File: src/rtl/adc_ctl_pkg.sv
package adc_ctl_pkg;
   typedef enum logic [1:0] {
      CLK_FAST = 2'b00,
      CLK_MID  = 2'b01,
      CLK_SLOW = 2'b10,
      CLK_ALT  = 2'b11
   } clk_code_e;

   function automatic int unsigned div_of(input logic [1:0] code,
                                          input int unsigned d_fast,
                                          input int unsigned d_mid,
                                          input int unsigned d_slow);
      case (clk_code_e'(code))
         CLK_FAST: return d_fast;
         CLK_MID:  return d_mid;
         default:  return d_slow;
      endcase
   endfunction
endpackage

File: src/rtl/adc_clk_div.sv
module adc_clk_div #(
   parameter int unsigned DIV_FAST = 2,
   parameter int unsigned DIV_MID  = 8,
   parameter int unsigned DIV_SLOW = 32
) (
   input  logic       clk,
   input  logic       rst_n,
   input  logic       run,
   input  logic [1:0] sel,
   output logic       tick
);
   import adc_ctl_pkg::*;
   localparam int unsigned CNT_W = $clog2(DIV_SLOW + 1);

   if (DIV_FAST < 2 || DIV_MID < DIV_FAST || DIV_SLOW < DIV_MID) begin : g_bad_div
      $error("adc_clk_div: dividers must be >= 2 and non-decreasing");
   end

   logic [CNT_W-1:0] cnt_q;
   logic [CNT_W-1:0] lim;

   always_comb lim = CNT_W'(div_of(sel, DIV_FAST, DIV_MID, DIV_SLOW) - 1);
   assign tick = run && (cnt_q >= lim);

   always_ff @(posedge clk or negedge rst_n) begin
      if (!rst_n)       cnt_q <= '0;
      else if (!run)    cnt_q <= '0;
      else if (tick)    cnt_q <= '0;
      else              cnt_q <= cnt_q + 1'b1;
   end
endmodule

File: src/rtl/adc_sar_seq.sv
module adc_sar_seq #(
   parameter int unsigned W = 8
) (
   input  logic         clk,
   input  logic         rst_n,
   input  logic         go,
   input  logic         abort,
   input  logic         tick,
   input  logic         cmp_in,
   output logic         busy,
   output logic [W-1:0] dac_code,
   output logic         done,
   output logic [W-1:0] result_nxt
);
   if (W < 2) begin : g_bad_w
      $error("adc_sar_seq: width must be at least 2");
   end

   logic [W-1:0] acc_q;
   logic [W-1:0] bit_q;
   logic [W-1:0] trial;

   assign trial      = acc_q | bit_q;
   assign dac_code   = busy ? trial : '0;
   assign done       = busy && tick && bit_q[0] && !abort;
   assign result_nxt = cmp_in ? trial : acc_q;

   always_ff @(posedge clk or negedge rst_n) begin
      if (!rst_n) begin
         busy  <= 1'b0;
         acc_q <= '0;
         bit_q <= '0;
      end else if (abort) begin
         busy  <= 1'b0;
         acc_q <= '0;
         bit_q <= '0;
      end else if (go) begin
         busy  <= 1'b1;
         acc_q <= '0;
         bit_q <= {1'b1, {(W-1){1'b0}}};
      end else if (busy && tick) begin
         acc_q <= result_nxt;
         bit_q <= bit_q >> 1;
         if (bit_q[0]) busy <= 1'b0;
      end
   end
endmodule

File: src/rtl/adc_cfg_decode.sv
module adc_cfg_decode #(
   parameter int unsigned CFG_W     = 3,
   parameter int unsigned N_LINES   = 8,
   parameter bit          LOW_FIRST = 1'b1
) (
   input  logic [CFG_W-1:0]   cfg,
   output logic [N_LINES-1:0] analog_en
);
   if (N_LINES < (1 << CFG_W) - 1) begin : g_bad_lines
      $error("adc_cfg_decode: too few lines for the configuration code");
   end

   for (genvar i = 0; i < N_LINES; i++) begin : g_line
      if (LOW_FIRST) begin : g_low
         assign analog_en[i] = (int'(cfg) > i);
      end else begin : g_high
         assign analog_en[i] = (int'(cfg) >= N_LINES - i);
      end
   end
endmodule

File: src/rtl/adc_ctl_regs.sv
module adc_ctl_regs #(
   parameter int unsigned DATA_W    = 8,
   parameter int unsigned ADDR_W    = 8,
   parameter int unsigned CH_W      = 3,
   parameter int unsigned CFG_W     = 3,
   parameter int unsigned N_LINES   = 8,
   parameter int unsigned DIV_FAST  = 2,
   parameter int unsigned DIV_MID   = 8,
   parameter int unsigned DIV_SLOW  = 32,
   parameter logic [7:0]  A_RESULT  = 8'h21,
   parameter logic [7:0]  A_CTRL    = 8'h22,
   parameter logic [7:0]  A_CLKSET  = 8'h23
) (
   input  logic              clk,
   input  logic              rst_n,
   input  logic              wr_en,
   input  logic [ADDR_W-1:0] wr_addr,
   input  logic [DATA_W-1:0] wr_data,
   input  logic [ADDR_W-1:0] rd_addr,
   output logic [DATA_W-1:0] rd_data,
   input  logic              cmp_in,
   output logic [DATA_W-1:0] dac_code,
   output logic [CH_W-1:0]   ch_sel,
   output logic [N_LINES-1:0] analog_en,
   input  logic              irq_en,
   output logic              irq
);
   localparam int unsigned START_B = DATA_W - 1;
   localparam int unsigned EOC_B   = DATA_W - 2;
   localparam int unsigned CFG_LO  = CH_W;
   localparam int unsigned TEST_B  = DATA_W - 1;
   localparam int unsigned FLAG_B  = 4;

   if (CH_W + CFG_W > DATA_W - 2) begin : g_bad_layout
      $error("adc_ctl_regs: control fields overflow the register");
   end
   if (DATA_W < 8 || ADDR_W < 8) begin : g_bad_bus
      $error("adc_ctl_regs: bus narrower than the register map");
   end

   logic              start_q, eoc_q, test_q, flag_q;
   logic [CH_W-1:0]   ch_q;
   logic [CFG_W-1:0]  cfg_q;
   logic [1:0]        clk_sel_q;
   logic [DATA_W-1:0] result_q;

   logic wr_ctrl, wr_clk, start_rise, start_fall;
   logic seq_busy, seq_done, step_tick;
   logic [DATA_W-1:0] seq_result;

   assign wr_ctrl    = wr_en && (wr_addr == ADDR_W'(A_CTRL));
   assign wr_clk     = wr_en && (wr_addr == ADDR_W'(A_CLKSET));
   assign start_rise = wr_ctrl && !start_q &&  wr_data[START_B];
   assign start_fall = wr_ctrl &&  start_q && !wr_data[START_B];

   adc_clk_div #(.DIV_FAST(DIV_FAST), .DIV_MID(DIV_MID), .DIV_SLOW(DIV_SLOW)) u_div (
      .clk(clk), .rst_n(rst_n), .run(seq_busy), .sel(clk_sel_q), .tick(step_tick)
   );

   adc_sar_seq #(.W(DATA_W)) u_seq (
      .clk(clk), .rst_n(rst_n), .go(start_fall), .abort(start_rise),
      .tick(step_tick), .cmp_in(cmp_in), .busy(seq_busy), .dac_code(dac_code),
      .done(seq_done), .result_nxt(seq_result)
   );

   adc_cfg_decode #(.CFG_W(CFG_W), .N_LINES(N_LINES), .LOW_FIRST(1'b1)) u_dec (
      .cfg(cfg_q), .analog_en(analog_en)
   );

   always_ff @(posedge clk or negedge rst_n) begin
      if (!rst_n) begin
         start_q   <= 1'b0;
         eoc_q     <= 1'b0;
         ch_q      <= '0;
         cfg_q     <= '0;
         clk_sel_q <= '0;
         test_q    <= 1'b0;
         flag_q    <= 1'b0;
         result_q  <= '0;
      end else begin
         if (wr_ctrl) begin
            start_q <= wr_data[START_B];
            ch_q    <= wr_data[CH_W-1:0];
            cfg_q   <= wr_data[CFG_LO +: CFG_W];
         end
         if (start_rise)    eoc_q <= 1'b1;
         else if (seq_done) eoc_q <= 1'b0;
         if (wr_clk) begin
            clk_sel_q <= wr_data[1:0];
            test_q    <= wr_data[TEST_B];
         end
         if (seq_done) begin
            flag_q   <= 1'b1;
            result_q <= seq_result;
         end else if (wr_clk) begin
            flag_q   <= flag_q & wr_data[FLAG_B];
         end
      end
   end

   always_comb begin
      rd_data = '0;
      if (rd_addr == ADDR_W'(A_RESULT)) begin
         rd_data = result_q;
      end else if (rd_addr == ADDR_W'(A_CTRL)) begin
         rd_data[START_B]            = start_q;
         rd_data[EOC_B]              = eoc_q;
         rd_data[CFG_LO +: CFG_W]    = cfg_q;
         rd_data[CH_W-1:0]           = ch_q;
      end else if (rd_addr == ADDR_W'(A_CLKSET)) begin
         rd_data[TEST_B] = test_q;
         rd_data[FLAG_B] = flag_q;
         rd_data[1:0]    = clk_sel_q;
      end
   end

   assign ch_sel = ch_q;
   assign irq    = flag_q & irq_en;
endmodule

File: config.mk
export PLATFORM = sky130hd
export DESIGN_NAME = adc_ctl_regs
export DESIGN_NICKNAME = d
export VERILOG_FILES = /design/src/rtl/adc_ctl_pkg.sv /design/src/rtl/adc_clk_div.sv /design/src/rtl/adc_sar_seq.sv /design/src/rtl/adc_cfg_decode.sv /design/src/rtl/adc_ctl_regs.sv
export SDC_FILE = /design/constraint.sdc
export NUM_CORES = 1
export LEC_CHECK = 0
export BUFFER_PORTS_ARGS = -buffer_cell sky130_fd_sc_hd__buf_4
export CORE_UTILIZATION = 50
export CTS_CLUSTER_DIAMETER = 50
export DETAILED_ROUTE_END_ITERATION = 7
export PLACE_DENSITY = 0.76
export RECOVER_POWER = 25
export SKIP_LAST_GASP = 1
export SLEW_MARGIN = 15
export SYNTH_ARGS = -nofsm -noshare
export SYNTH_HDL_FRONTEND = slang
export SYNTH_SLANG_ARGS = --single-unit
File: constraint.sdc
create_clock -name clk -period 4.4 [get_ports clk]
set_clock_uncertainty 0.15 [all_clocks]
set_input_delay 0.22 -clock clk [delete_from_list [all_inputs] [get_ports clk]]
set_output_delay 0.22 -clock clk [all_outputs]
set_load 0.03 [all_outputs]
==> results.tsv <==
metric	value	unit
post-synthesis cell area	0.002258	mm^2
status	finished with violations	
CP cell instances	dlygate4sd3_1, clkbuf_1	
Vias per Instance	5.303	
EDFF count, synth	0	
sequential area share after synthesis	47.65	%
Min-Delay Path Class	input port to flop	
DR vias	1856	
leakage	0.001505	uW
Syn Nets	274	
Initial Utilization	51.87	%
kind of critical path	input port to asynchronous set/reset pin	
RSZ-0062 raised after global routing	false	
buffers and inverters on the worst path	2	
clk slew on worst S/H paths	90	ps
Die X	69.21	um
Pwr Density	261.6	mW/mm^2
first-pass GRT wire length	8.293	mm
FILL cells	383	
TritonCTS clock tree	done	
Synth async-reset ratio	100.0	%
CP max-delay cell	clkbuf_1	
Setup crit end kind	asynchronous set/reset pin	
post-layout util	64.57	%
Die Ht	69.21	um
clock root cell	clkbuf_8	
library cells used by synthesis	45	
leading area contributor after synthesis	dfrtp_1	
f_max	388.5	MHz
post-route ant nets	0	
router iterations before antenna repair	4	
Slew headroom	-50.34	%
count leader, synth	nor2_1	
core area	0.004354	mm^2
P&R area growth vs syn	24.49	%
H-tree levels	2	
clk_lat worst skew	290	ps
failing checks	capacitance limit, slew limit	
die area	0.004789	mm^2
CP arrival	2370	ps
Fin. Hold Viols	0	
Slew @ Worst Pin	2255	ps
DRT Wirelength	4.780	mm
YS warnings	0	
number of remaining DRC errors	0	
Final Critical Period	2574	ps
Nets	330	
GRT Total Usage	21.45	%
# diodes	0	
IO buf count	54	
CTS Buffer Depth	2	
vias in the first global route	1776	
cell count after synthesis	241	
crit path launch type	input port	
CTS Buf Count	5	
Main synth FF type	dfrtp_1	
DP HPWL	3.330	mm
synth cell count leaders	nor2_1 (49), dfrtp_1 (43), nand2_1 (27)	
area share of the largest cell type after synthesis	47.65	%
setup violators final	0	
FF/Latch Area	0.001076	mm^2
CTS sink cnt	43	
gpl congestion	0.7235	
Yosys reg bits	43	
WL/cell	13.66	um
GRT overflow	0	
Peak VDD IR	0.1430	mV
row count	24	
setup TNS	0	ps
MaxCap Viol Count	1	
crit-path max FO	43	
Final Max Slew Viols	44	
largest net degree at the start of global routing	44	
Hold WS	30.24	ps
syn avg cell area	9.371	um^2
period utilisation layout	58.49	%
Multi-input gate area	0.001057	mm^2
layout cells sized above 1	26.51	%
First DRT Iteration DRCs	100	
data required time of the worst path	4190	ps
CP delay by family, top	buffers and inverters	
CP peak stage delay	1610	ps
ranking of synthesized cells by area	dfrtp_1 (48%), nor2_1 (8.1%), mux2i_1 (6.6%)	
initial antenna violation count	0	
I/O pins	57	
[through the flow]
stage / area (um^2) / instances / power, uW / worst slack, ps
after floorplan: 2258 / 241 / 451.5 / 2357
after global placement: 2660 / 335 / 491.0 / 1961
after detailed placement: 2660 / 335 / 492.4 / 1935
after CTS: 2815 / 350 / 741.9 / 2070
after global routing: 2811 / 350 / 764.9 / 1343
final: 2811 / 350 / 735.3 / 1826
[metal layers]
layer	global-route usage, %	share of wire, %
met1	29.62	47
met2	34.74	47
met3	3.924	4.5
met4	6.122	1.2
met5	0	0
[registers in the layout, summed over array words and instances (netlist names)]
signal / flops
cfg_q: 3
ch_sel: 3
clk_sel_q: 2
eoc_q: 1
flag_q: 1
result_q: 8
start_q: 1
test_q: 1
u_div.cnt_q: 6
u_seq.acc_q: 8
u_seq.bit_q: 8
u_seq.busy: 1
[area by class of cell]
type	count	share of cell area [%]
multi-input combinational	172	37.61
clock buffer	6	2.581
clock inverter	2	0.4450
tap	52	2.314
sequential	43	38.27
inverter	13	1.736
timing repair buffer	62	17.04
[what timing repair did]
action / 4_1_cts / 5_1_grt
buffers inserted: 0 / 0
hold endpoints to repair: 50 / 0
resized for setup: 0 / 0
hold buffers: 7 / 0
[cells by family after synthesis]
| logic type | synth area share, % |
|---|---|
| buffers and inverters | 5.540 |
| xor gates and xnor gates | 1.552 |
| muxes | 9.639 |
| other | 0.3325 |
| adders and majority gates | 2.216 |
| and+or+nand+nor | 20.50 |
| AOI/OAI and AO/OA | 12.58 |
| DFF | 47.65 |
[path summary, 6_finish.rpt]
check / endpoint / startpoint / cells after the start / slack [ps]
worst max-delay path: u_div.cnt_q[2] / rst_n / 2 / 1830
worst max register to register: result_q[6] / clk_sel_q[1] / 8 / 2070
max in group clk: result_q[6] / clk_sel_q[1] / 8 / 2070
worst min register to register: eoc_q / eoc_q / 1 / 350
min in group asynchronous: result_q[3] / rst_n / 2 / 990
worst min-delay path: start_q / wr_data[7] / 3 / 30
[layout by cell type (no fill, tap or decap), drive strengths merged, types with 3 or more instances in the layout]
cell | netlist | layout
ha | 4 | 4
mux2 | 6 | 6
nor2 | 50 | 50
a22oi | 8 | 8
a21oi | 11 | 11
clkbuf | 7 | 7
inv | 13 | 13
a31oi | 8 | 8
buf | 6 | 54
or2 | 3 | 3
dfrtp | 43 | 43
dlygate4sd3 | 0 | 7
nand2 | 27 | 27
nand3 | 3 | 3
mux2i | 15 | 15
o21ai | 3 | 3
[where the power goes]
part / internal, uW / switching, uW / leakage [uW] / total (uW)
Sequential: 401 / 7.40 / 0.000547 / 409
Combinational: 38.4 / 41.9 / 0.000916 / 80.3
Clock: 111 / 135 / 0.0000412 / 246
(Power assumes the default switching activity.)
